--- src/rtl/spi_irq_pkg.sv ---
package spi_irq_pkg;

    localparam int NUM_CH_DEF    = 4;
    localparam int DATA_W_DEF    = 32;
    localparam int TEST_W        = 12;
    localparam int MCTL_W        = 4;
    localparam int CFG_W         = 10;
    localparam int SEL_W         = 3;
    localparam int TEST_SSB_BIT  = 11;
    localparam int MCTL_TEST_BIT = 3;
    localparam int CFG_SRST_BIT  = 1;

    localparam logic [CFG_W-1:0]  CFG_KEEP = 10'h31D;
    localparam logic [MCTL_W-1:0] MCTL_RST = 4'h4;

    typedef enum logic [SEL_W-1:0] {
        SEL_CFG  = 3'd0,
        SEL_STAT = 3'd1,
        SEL_IEN  = 3'd2,
        SEL_WAKE = 3'd3,
        SEL_TEST = 3'd4,
        SEL_MCTL = 3'd5
    } reg_sel_e;

    typedef enum logic [1:0] {
        TRM_BOTH   = 2'd0,
        TRM_RXONLY = 2'd1,
        TRM_TXONLY = 2'd2,
        TRM_RSVD   = 2'd3
    } trm_e;

    typedef struct packed {
        logic upd;
        logic txs;
        logic rxs;
        trm_e trm;
        logic turbo;
    } ch_evt_t;

    // Implemented status bits: three per channel, bit 3, and the bit above the last channel.
    function automatic logic [63:0] impl_mask(input int nch);
        logic [63:0] m;
        m = '0;
        for (int n = 0; n < nch; n++) begin
            m[4*n +: 3] = 3'b111;
        end
        m[3]     = 1'b1;
        m[4*nch] = 1'b1;
        return m;
    endfunction

endpackage

--- src/rtl/spi_irq_evt.sv ---
module spi_irq_evt
    import spi_irq_pkg::*;
#(
    parameter int NUM_CH = NUM_CH_DEF,
    parameter int STAT_W = 4*NUM_CH+1
) (
    input  ch_evt_t           ev [NUM_CH],
    output logic [STAT_W-1:0] set_vec
);

    logic [NUM_CH-1:0] tx_hit;
    logic [NUM_CH-1:0] rx_hit;

    for (genvar i = 0; i < NUM_CH; i++) begin : g_ch
        always_comb begin
            tx_hit[i] = ev[i].upd && ev[i].txs && (ev[i].trm != TRM_RXONLY);
            rx_hit[i] = ev[i].upd && ev[i].rxs && (ev[i].trm != TRM_TXONLY)
                        && !ev[i].turbo;
        end
    end

    always_comb begin
        set_vec = '0;
        for (int i = 0; i < NUM_CH; i++) begin
            set_vec[4*i]     = tx_hit[i];
            set_vec[4*i + 2] = rx_hit[i];
        end
    end

endmodule

--- src/rtl/spi_irq_ctl.sv ---
module spi_irq_ctl
    import spi_irq_pkg::*;
#(
    parameter int                STAT_W = 17,
    parameter int                DATA_W = DATA_W_DEF,
    parameter logic [STAT_W-1:0] IMPL   = '1
) (
    input  logic              clk,
    input  logic              rst,
    input  logic              wr_en,
    input  reg_sel_e          wr_sel,
    input  logic [DATA_W-1:0] wr_data,
    output logic [STAT_W-1:0] ien_q,
    output logic [TEST_W-1:0] test_q,
    output logic [MCTL_W-1:0] mctl_q,
    output logic [CFG_W-1:0]  cfg_q,
    output logic              wake_q,
    output logic              srst,
    output logic [STAT_W-1:0] clr,
    output logic              force_all
);

    logic test_mode;
    logic ssb;
    logic hold_clear;
    logic unused_hi;

    assign unused_hi  = ^wr_data[DATA_W-1:STAT_W];
    assign test_mode  = mctl_q[MCTL_TEST_BIT];
    assign ssb        = test_q[TEST_SSB_BIT];
    assign hold_clear = test_mode && ssb;

    always_comb begin
        srst      = wr_en && (wr_sel == SEL_CFG) && wr_data[CFG_SRST_BIT];
        clr       = (wr_en && (wr_sel == SEL_STAT) && !hold_clear)
                    ? wr_data[STAT_W-1:0] : '0;
        force_all = wr_en && (((wr_sel == SEL_TEST) && wr_data[TEST_SSB_BIT] && test_mode)
                           || ((wr_sel == SEL_MCTL) && wr_data[MCTL_TEST_BIT] && ssb));
    end

    always_ff @(posedge clk) begin
        if (rst) begin
            ien_q  <= '0;
            test_q <= '0;
            mctl_q <= MCTL_RST;
            cfg_q  <= '0;
            wake_q <= 1'b0;
        end else if (srst) begin
            ien_q  <= '0;
            test_q <= '0;
            mctl_q <= MCTL_RST;
            wake_q <= 1'b0;
            cfg_q  <= wr_data[CFG_W-1:0] & CFG_KEEP;
        end else if (wr_en) begin
            case (wr_sel)
                SEL_CFG:  cfg_q  <= wr_data[CFG_W-1:0] & CFG_KEEP;
                SEL_IEN:  ien_q  <= wr_data[STAT_W-1:0] & IMPL;
                SEL_WAKE: wake_q <= wr_data[0];
                SEL_TEST: test_q <= wr_data[TEST_W-1:0];
                SEL_MCTL: mctl_q <= wr_data[MCTL_W-1:0];
                default:  ;
            endcase
        end
    end

endmodule

--- src/rtl/spi_irq_stat.sv ---
module spi_irq_stat
    import spi_irq_pkg::*;
#(
    parameter int                STAT_W = 17,
    parameter logic [STAT_W-1:0] IMPL   = '1
) (
    input  logic              clk,
    input  logic              rst,
    input  logic              srst,
    input  logic [STAT_W-1:0] clr,
    input  logic [STAT_W-1:0] set_vec,
    input  logic              force_all,
    output logic [STAT_W-1:0] stat_q
);

    logic [STAT_W-1:0] stat_d;

    // Clear first, then events and forcing, so a same-cycle event survives.
    always_comb begin
        stat_d = stat_q & ~clr;
        stat_d = stat_d | set_vec;
        if (force_all) begin
            stat_d = stat_d | IMPL;
        end
        stat_d = stat_d & IMPL;
    end

    always_ff @(posedge clk) begin
        if (rst || srst) begin
            stat_q <= '0;
        end else begin
            stat_q <= stat_d;
        end
    end

endmodule

--- src/rtl/spi_irq_unit.sv ---
module spi_irq_unit
    import spi_irq_pkg::*;
#(
    parameter int NUM_CH = NUM_CH_DEF,
    parameter int DATA_W = DATA_W_DEF
) (
    input  logic                clk,
    input  logic                rst,
    input  logic [NUM_CH-1:0]   ch_upd,
    input  logic [NUM_CH-1:0]   ch_txs,
    input  logic [NUM_CH-1:0]   ch_rxs,
    input  logic [2*NUM_CH-1:0] ch_mode,
    input  logic [NUM_CH-1:0]   ch_turbo,
    input  logic                wr_en,
    input  logic [SEL_W-1:0]    wr_sel,
    input  logic [DATA_W-1:0]   wr_data,
    input  logic [SEL_W-1:0]    rd_sel,
    output logic [DATA_W-1:0]   rd_data,
    output logic                irq
);

    localparam int                STAT_W = 4*NUM_CH + 1;
    localparam logic [63:0]       IMPL64 = impl_mask(NUM_CH);
    localparam logic [STAT_W-1:0] IMPL   = IMPL64[STAT_W-1:0];

    ch_evt_t           ev [NUM_CH];
    logic [STAT_W-1:0] set_vec;
    logic [STAT_W-1:0] stat_q;
    logic [STAT_W-1:0] ien_q;
    logic [TEST_W-1:0] test_q;
    logic [MCTL_W-1:0] mctl_q;
    logic [CFG_W-1:0]  cfg_q;
    logic              wake_q;
    logic              srst;
    logic [STAT_W-1:0] clr;
    logic              force_all;

    for (genvar i = 0; i < NUM_CH; i++) begin : g_pack
        assign ev[i] = '{upd:   ch_upd[i],
                         txs:   ch_txs[i],
                         rxs:   ch_rxs[i],
                         trm:   trm_e'(ch_mode[2*i +: 2]),
                         turbo: ch_turbo[i]};
    end

    spi_irq_evt #(.NUM_CH(NUM_CH), .STAT_W(STAT_W)) u_evt (
        .ev      (ev),
        .set_vec (set_vec)
    );

    spi_irq_ctl #(.STAT_W(STAT_W), .DATA_W(DATA_W), .IMPL(IMPL)) u_ctl (
        .clk       (clk),
        .rst       (rst),
        .wr_en     (wr_en),
        .wr_sel    (reg_sel_e'(wr_sel)),
        .wr_data   (wr_data),
        .ien_q     (ien_q),
        .test_q    (test_q),
        .mctl_q    (mctl_q),
        .cfg_q     (cfg_q),
        .wake_q    (wake_q),
        .srst      (srst),
        .clr       (clr),
        .force_all (force_all)
    );

    spi_irq_stat #(.STAT_W(STAT_W), .IMPL(IMPL)) u_stat (
        .clk       (clk),
        .rst       (rst),
        .srst      (srst),
        .clr       (clr),
        .set_vec   (set_vec),
        .force_all (force_all),
        .stat_q    (stat_q)
    );

    assign irq = |(stat_q & ien_q);

    always_comb begin
        rd_data = '0;
        case (reg_sel_e'(rd_sel))
            SEL_CFG:  rd_data[CFG_W-1:0]  = cfg_q;
            SEL_STAT: rd_data[STAT_W-1:0] = stat_q;
            SEL_IEN:  rd_data[STAT_W-1:0] = ien_q;
            SEL_WAKE: rd_data[0]          = wake_q;
            SEL_TEST: rd_data[TEST_W-1:0] = test_q;
            SEL_MCTL: rd_data[MCTL_W-1:0] = mctl_q;
            default:  rd_data = '0;
        endcase
    end

endmodule

--- config.mk ---
export PLATFORM = sky130hd
export DESIGN_NAME = spi_irq_unit
export DESIGN_NICKNAME = d
export VERILOG_FILES = /design/src/rtl/spi_irq_pkg.sv /design/src/rtl/spi_irq_evt.sv /design/src/rtl/spi_irq_ctl.sv /design/src/rtl/spi_irq_stat.sv /design/src/rtl/spi_irq_unit.sv
export SDC_FILE = /design/constraint.sdc
export NUM_CORES = 1
export LEC_CHECK = 0
export ABC_AREA = 1
export BUFFER_PORTS_ARGS = -buffer_cell sky130_fd_sc_hd__buf_2
export CORE_UTILIZATION = 46
export CTS_BUF_LIST = sky130_fd_sc_hd__clkbuf_8
export DETAILED_ROUTE_END_ITERATION = 7
export PLACE_DENSITY = 0.78
export SYNTH_ARGS = -nofsm -noshare
export SYNTH_HDL_FRONTEND = slang
export SYNTH_SLANG_ARGS = --single-unit
export TNS_END_PERCENT = 100
--- constraint.sdc ---
create_clock -name clk -period 1.15 [get_ports clk]
set_clock_uncertainty 0.05 [all_clocks]
set_input_delay 0.115 -clock clk [delete_from_list [all_inputs] [get_ports clk]]
set_output_delay 0.115 -clock clk [all_outputs]
set_load 0.02 [all_outputs]
==> flow_summary.ini, run 1 <==
[status]
outcome = complete, but fails checks
failed_checks = negative setup slack

[global_route]
grt_max_degree = 25
grtUsageTotal_pct = 29.1
grt_pass1_wl_um = 13700
gr-total-overflow = 0
antenna_found_initial = 0
grt_pass1_vias = 2964

[die]
start_util_pct = 47.9
die_x_um = 78.0
core_area_um2 = 5540
die_area_um2 = 6080
rows = 27
io_pins = 98
die_h_um = 78.0

[critical_path]
cp.arrival_ns = 1.34
required_ns = 0.99
critical_path_class = reg2out
worstPathMaxFanout = 3
start_kind = flop
end_kind = output port

[clock_tree]
htreeDepth = 2
clock-sinks = 51
postCtsHoldBufs = 0
cts_root_buffer = clkbuf_8
clock_latency_ns = 0.30
cts_tree = built
numCtsBuffers = 5
clk_pin_slew_ns = 0.10
clockBufferDepth = 2

[routing]
wl_um = 9430
wl_per_cell_um = 16.7
drt_pre_antenna_iters = 6
vias = 3262
drc = 0
avgViaCountPerCell = 5.76
ant_nets = 0
first_iter_violations = 385

[power_and_ir_drop]
power_density_nw_per_um2 = 959
leakage_nw = 1.85
p_total_mw = 3.74
ir_worst_vdd_mv = 0.674

[synthesis]
ys.flop_type = dfxtp_1
ys_warn_count = 0
synth_cell_types = 26
synth_edf_count = 0
synth.cell_area_um2 = 2660
ys_seq_area_share_pct = 38.4
avgSynthCellArea_um2 = 6.90
synth_async_sr_flop_share_pct = 0
ys_seq_elements = 51
synthMostInstantiatedCell = nand2_1
ys_top_cells_by_count = 102 x nand2_1, 54 x inv_1, 51 x dfxtp_1, 28 x a21oi_1, 27 x nand3_1
synthCells = 385
yosysTopAreaCellShare_pct = 38.4
ys_top_cells_by_area = dfxtp_1 38%, nand2_1 14%, inv_1 7.6%
yosys.area.top_type = dfxtp_1

[finish]
utilization_pct = 70.3
design_area_um2 = 3890
areaGrowthSynthToFinish_pct = 46.6
diodes = 0
fin_nets = 559
drive_gt1_share_pct = 48.4

[timing]
hold_viol = 0
fin_tns_setup_ns = -2.64
maxSlewViolCount = 0
fin_ws_ns = -0.355
fmax_mhz = 665
finalCritPeriodShare_pct = 131
setup_viol = 28
rsz0062_at_grt = yes
fin_crit_ns = 1.50
whs_ns = 0.0191

[job]
maxCapViolations = 0

[place]
place_area_um2 = 3250
globalplace.congestion = 0.917
hpwl_um = 5400
io_buffers = 65

[min_path]
hold_path.class = in2reg
-- repair_timing --
item	4_1_cts	5_1_grt
endpoints found under the setup margin	30	30
resized for setup	106	52
cloned	0	0
endpoints found under the hold margin	0	0
setup buffers	8	4
pin swaps	42	20
-- through the flow --
step	worst slack [ns]	instances
floorplan	0.0960	400
global placement	-0.102	550
detailed placement	-0.151	550
CTS	-0.284	565
global route	-0.406	566
finish	-0.355	566
-- final cells by class --
| cell class | instances | area, um^2 |
|---|---|---|
| Clock buffer | 5 | 68.8 |
| Sequential cell | 51 | 1060 |
| Fill cell | 400 | 1650 |
| Inverter | 58 | 223 |
| Clock inverter | 2 | 33.8 |
| Timing Repair Buffer | 117 | 870 |
| Multi-Input combinational cell | 261 | 1550 |
| Tap cell | 72 | 90.1 |
-- per-layer routing --
layer  share of wire, %  global-route usage, %
met4                5.8                   14.8
met3                8.2                   6.00
met2                 48                   50.4
met1                 38                   33.8
met5                  0                      0
-- worst max-delay path, cell delays in order (launching register included) --
cell,delay (ns)
dfxtp_1,0.35
nand2_1,0.07
nand2_1,0.07
a221oi_2,0.22
nand3_1,0.16
buf_6,0.16
-- report_power, final --
part / internal, mW / leakage (nW) / switching, mW
registers: 1.82 / 0.427 / 0.0414
logic: 0.266 / 1.37 / 0.395
clock network: 0.630 / 0.0554 / 0.585
-- kinds of logic (layout without fill, tap and decap cells) --
| kind of cell | after synthesis | after routing | share of synthesized area [%] |
|---|---|---|---|
| AND/OR/NAND/NOR | 172 | 172 | 27.8 |
| buffers and inverters | 88 | 182 | 16.5 |
| AO/OA/AOI/OAI | 73 | 73 | 17.1 |
| flip-flops | 51 | 51 | 38.4 |
| other | 1 | 16 | 0.141 |
-- worst paths after layout --
kind	from	endpoint	slack (ns)	cells after the start
setup / recovery	u_ctl.ien_q[8]	irq	-0.35	5
hold / removal	wr_data[9]	u_ctl.ien_q[9]	0.02	3
setup reg to reg	u_ctl.mctl_q[3]	u_stat.stat_q[3]	-0.13	9
hold reg to reg	u_ctl.test_q[10]	u_ctl.test_q[10]	0.41	2
-- registers in the layout, indices dropped and copies added (netlist names) --
name,cells
u_ctl.wake_q,1
u_ctl.test_q,12
u_ctl.cfg_q,6
u_ctl.ien_q,14
u_stat.stat_q,14
u_ctl.mctl_q,4
-- placed cells by master, fill, tap and decap left out, types with 6 or more instances in the layout --
cell and n:
buf_4 44, inv_2 20, dfxtp_1 25, a21oi_2 6
conb_1 16, a211oi_1 12, o21ai_0 9, buf_2 50
nor2_1 22, buf_6 19, nand2_1 83, nand2_2 17
inv_1 37, a21oi_1 22, o211ai_1 7, nand3_1 7
nand4_1 9, nand3_2 21, dfxtp_2 24
Power figures use the tool's default switching activity.
==> run 2: changes to the inputs <==
- CORE_UTILIZATION: 46 -> 48
- GPL_TIMING_DRIVEN: default -> 0
- SYNTH_HIERARCHICAL: default -> 1
- clock period: 1.15 -> 1.2 ns (I/O delays scaled with it)
==> flow_summary.ini, run 2 <==
[die]
start_util_pct = 50.2
io_pins = 98
core_area_um2 = 6420
die_area_um2 = 7050
rows = 29
die_h_um = 83.9
die_x_um = 83.9

[finish]
fill_cells = 572
reg_top3 = u_ctl/ien_q: 14 flops, u_stat/stat_q: 14 flops, u_ctl/test_q: 12 flops
layout_commonest_cell = nand2_1
regArea_um2 = 1060
fin_cells = 720
drive_gt1_share_pct = 33.3
diodes = 0
multiInputGateArea_um2 = 1780
fin_nets = 708
layout_common_cells = 155 x nand2_1, 67 x inv_1, 56 x nor2_1, 54 x buf_4
areaGrowthSynthToFinish_pct = 34.5

[timing]
fin_ws_ns = -0.184
fin_tns_setup_ns = -0.514
fmax_mhz = 722
relSlewSlack_pct = 65.1
hold_viol = 0
whs_ns = 0.0186
fin_crit_ns = 1.38
finalCritPeriodShare_pct = 115
setup_viol = 8
tightestPinTransition_ns = 0.523
rsz0062_at_grt = yes
maxSlewViolCount = 0

[place]
hpwl_um = 6330
io_buffers = 63
globalplace.congestion = 0.862
pre_cts_slack_ns = -0.261
post-place-cells = 691

[critical_path]
timing.rr.start = u_ctl/test_q[11]
worstPathMaxFanout = 2
path_common_cell = nand2_1
end_kind = output port
critical_path_class = reg2out
crit_slowest_cell = dfxtp_2
cp.arrival_ns = 1.21
rrSetupSlack_ns = -0.02
start_kind = flop
crit_family = simple AND/OR/NAND/NOR gates
path_buf_inv = 1
regToRegEndpoint = u_stat/stat_q[16]
path_cells = nand2_1 > nand2_1 > nor2_1 > nand2_1 > nor2_1 > nand2_1 > buf_6
r2r_cells = 5
cp_slowest_stage_delay_ns = 0.34
required_ns = 1.03

[min_path]
min_to = u_ctl/test_q[7]
hold-path-cell-count = 3
hold_path.class = in2reg
hold_start = wr_data[7]

[global_route]
grt_pass1_vias = 3165
antenna_found_initial = 0
grt_pass1_wl_um = 14700
grt_max_degree = 15
gr-total-overflow = 0
grtUsageTotal_pct = 26.1

[power_and_ir_drop]
ir_worst_vdd_mv = 0.525
p_sw_mw = 1.08
power_density_nw_per_um2 = 874
p_sw_share_pct = 28.5
clkPwrFrac_pct = 30.8
power.internal_mw = 2.71
pwr-share-comb_pct = 21.5
p_total_mw = 3.79
leakage_nw = 2.19
share_seq_of_total_power_pct = 47.6

[synthesis]
ys_warn_count = 6
synth.cell_area_um2 = 3220
synthCells = 524
avgSynthCellArea_um2 = 6.15

[routing]
drt_pre_antenna_iters = 7
drc = 12
avgViaCountPerCell = 5.00
ant_nets = 0
first_iter_violations = 344
wl_per_cell_um = 13.0
wl_um = 9350
vias = 3597

[clock_tree]
cts_root_buffer = clkbuf_8
htreeDepth = 2
clock_latency_ns = 0.30
clock-sinks = 51
clk_pin_slew_ns = 0.09
numCtsBuffers = 5
clockBufferDepth = 2
cts_tree = built

[status]
outcome = complete, but fails checks
failed_checks = design-rule violations, negative setup slack

[job]
maxCapViolations = 0
[run 2: how the worst max path moves through the flow]
stage | depth (start not counted) | end | start
floorplan | 10 | u_stat/stat_q[0] | wr_sel[1]
global placement | 11 | u_stat/stat_q[8] | wr_sel[2]
detailed placement | 11 | u_stat/stat_q[6] | wr_sel[2]
CTS | 7 | irq | u_stat/stat_q[13]
global route | 7 | irq | u_stat/stat_q[12]
finish | 7 | irq | u_stat/stat_q[13]
[run 2: power groups by stage]
stage / Combinational [mW] / Sequential [mW] / Clock, mW
after floorplan: 0.463 / 1.82 / 0
after global placement: 0.656 / 1.84 / 0
after detailed placement: 0.668 / 1.84 / 0
after CTS: 0.741 / 1.80 / 1.17
after global routing: 0.887 / 1.81 / 1.24
final: 0.816 / 1.81 / 1.17
[run 2: layout make-up]
| type | count | share of cell area [%] |
|---|---|---|
| timing repair buffer | 85 | 14.1 |
| buffer | 49 | 9.26 |
| inverter | 73 | 6.52 |
| clock inverter | 2 | 0.779 |
| clock buffer | 5 | 1.59 |
| multi-input combinational | 378 | 41.1 |
| sequential | 51 | 24.4 |
| tap | 77 | 2.22 |
[run 2: worst reg2reg max path, cell delays in order (launching register included)]
cell and delay (ns):
dfxtp_4 0.38, nand3_2 0.11, o21ai_4 0.19, buf_4 0.19, nor2_1 0.07, a21oi_1 0.16
[run 2: metal layers]
metal / vias to the layer above / routed length (um) / global-route usage, %
li1: 1781 / - / -
met1: 1578 / 3910 / 34.6
met2: 216 / 4390 / 43.2
met3: 22 / 795 / 2.77
met4: 0 / 255 / 10.8
met5: - / 0 / 0
[run 2: stage by stage]
| step | util (%) | cell area, um^2 |
|---|---|---|
| 2_1_floorplan | - | 3350 |
| 3_3_place_gp | 58.6 | 3760 |
| 3_5_place_dp | 58.6 | 3760 |
| 4_1_cts | 63.9 | 4100 |
| 5_1_grt | 67.5 | 4340 |
| 6_report | 67.5 | 4340 |
[run 2: what timing repair did]
action,CTS,global route
pin swaps,7,21
setup buffers,15,4
hold buffers,0,0
setup endpoints to repair,30,31
gates cloned,2,2
gates resized for setup,46,73
==> run 3: changes to the inputs <==
- ABC_AREA: 1 -> default
- CORE_MARGIN: default -> 2
- PLACE_DENSITY: 0.78 -> 0.79
==> flow_summary.ini, run 3 <==
[routing]
vias = 2997
wl_um = 8520
ant_nets = 0
drc = 0
avgViaCountPerCell = 5.36
wl_per_cell_um = 15.2
drt_pre_antenna_iters = 5
first_iter_violations = 226

[timing]
hold_viol = 0
maxSlewViolCount = 0
finalCritPeriodShare_pct = 143
fin_ws_ns = -0.513
tightestPinTransition_ns = 0.530
whs_ns = 0.0209
setup_viol = 30
rsz0062_at_grt = yes
fmax_mhz = 584
relSlewSlack_pct = 64.7
fin_crit_ns = 1.71

[synthesis]
avgSynthCellArea_um2 = 8.03
synthCells = 374
synth.cell_area_um2 = 3000
ys_warn_count = 6

[clock_tree]
cts_root_buffer = clkbuf_8
clock-sinks = 51
clock_latency_ns = 0.31
cts_tree = built
htreeDepth = 2
numCtsBuffers = 5
clk_pin_slew_ns = 0.10
clockBufferDepth = 2

[critical_path]
start_kind = flop
required_ns = 1.03
r2r_cells = 6
crit_slowest_cell = dfxtp_2
critical_path_class = reg2out
end_kind = output port
path_cells = a22o_1 > a221oi_2 > and3_1 > nand3_2 > buf_6
rrSetupSlack_ns = -0.32
timing.rr.start = u_ctl/test_q[11]
cp_slowest_stage_delay_ns = 0.34
cp.arrival_ns = 1.54
regToRegEndpoint = u_stat/stat_q[9]
worstPathMaxFanout = 2

[finish]
diodes = 0
fill_cells = 507
drive_gt1_share_pct = 40.1
layout_commonest_cell = nand2_1
areaGrowthSynthToFinish_pct = 32.4
layout_common_cells = 70 x nand2_1, 55 x buf_2, 45 x buf_4, 38 x a21oi_1, 34 x dfxtp_1
fin_nets = 548
reg_top3 = u_ctl/ien_q: 14 flops, u_stat/stat_q: 14 flops, u_ctl/test_q: 12 flops

[status]
outcome = complete, but fails checks
failed_checks = negative setup slack

[global_route]
grt_max_degree = 18
grt_pass1_vias = 2830
grtUsageTotal_pct = 23.9
gr-total-overflow = 0
antenna_found_initial = 0
grt_pass1_wl_um = 13400

[place]
io_buffers = 63
hpwl_um = 5970
pre_cts_slack_ns = -0.529
globalplace.congestion = 0.928

[power_and_ir_drop]
leakage_nw = 1.78
power_density_nw_per_um2 = 954
p_total_mw = 3.79
ir_worst_vdd_mv = 0.614

[die]
die_h_um = 83.1
io_pins = 98
start_util_pct = 50.1
die_area_um2 = 6910
core_area_um2 = 5990
rows = 28
die_x_um = 83.1

[min_path]
hold_start = wr_data[5]
min_to = u_ctl/ien_q[5]
hold_path.class = in2reg
hold-path-cell-count = 3

[job]
maxCapViolations = 0
==> run 3: worst max path at each step <==
stage	start	endpoint	slack (ns)	cells after the start
finish	u_ctl/ien_q[12]	irq	-0.51	5
global placement	u_ctl/mctl_q[3]	u_stat/stat_q[10]	-0.53	6
CTS	u_ctl/ien_q[12]	irq	-0.53	5
detailed placement	u_ctl/mctl_q[3]	u_stat/stat_q[9]	-0.53	6
global route	u_ctl/ien_q[12]	irq	-0.56	5
floorplan	u_ctl/mctl_q[3]	u_stat/stat_q[12]	-0.24	6
==> run 3: per-layer routing <==
metal	global-route usage (%)	routed length, um	vias to the layer above	share of wire, %
met1	29.6	3470	1416	41
met3	5.07	658	16	7.7
met4	7.45	141	0	1.7
li1	-	-	1429	-
met2	41.5	4250	136	50
met5	0	0	-	0
==> run 3: stage by stage <==
step	utilization [%]	std cells	setup TNS, ns	area [um^2]
finish	66.4	559	-6.85	3980
global route	66.4	559	-8.69	3980
CTS	64.5	558	-6.30	3860
detailed placement	59.1	539	-12.58	3540
global placement	59.1	539	-11.16	3540
floorplan	-	401	-2.60	3130
==> run 3: layout make-up <==
class                      count  area (um^2)  share of cell area (%)
multi-input combinational    295         1840                    46.3
tap                           75         93.8                    2.36
clock inverter                 3         46.3                    1.16
timing repair buffer          75          478                    12.0
inverter                       5         18.8                   0.472
sequential                    51         1040                    26.2
buffer                        50          387                    9.72
clock buffer                   5         68.8                    1.73
==> run 3: repair_timing <==
item / in CTS / in global routing
setup endpoints to repair: 31 / 31
pin swaps: 10 / 6
hold endpoints to repair: 6 / 0
hold buffers: 6 / 0
buffers inserted: 5 / 1
gates resized for setup: 40 / 36
==> run 3: worst max-delay path, delay by kind of cell, from the launching register on <==
kind | cells | cell delay, ns
flip-flops | 1 | 0.34
buffers and inverters | 1 | 0.15
AND/OR/NAND/NOR | 2 | 0.33
AO/OA/AOI/OAI | 2 | 0.40
==> run 3: power breakdown <==
group | leakage, nW | internal, mW | switching [mW]
combinational | 1.30 | 0.357 | 0.401
clock | 0.0548 | 0.629 | 0.607
sequential | 0.423 | 1.75 | 0.0496
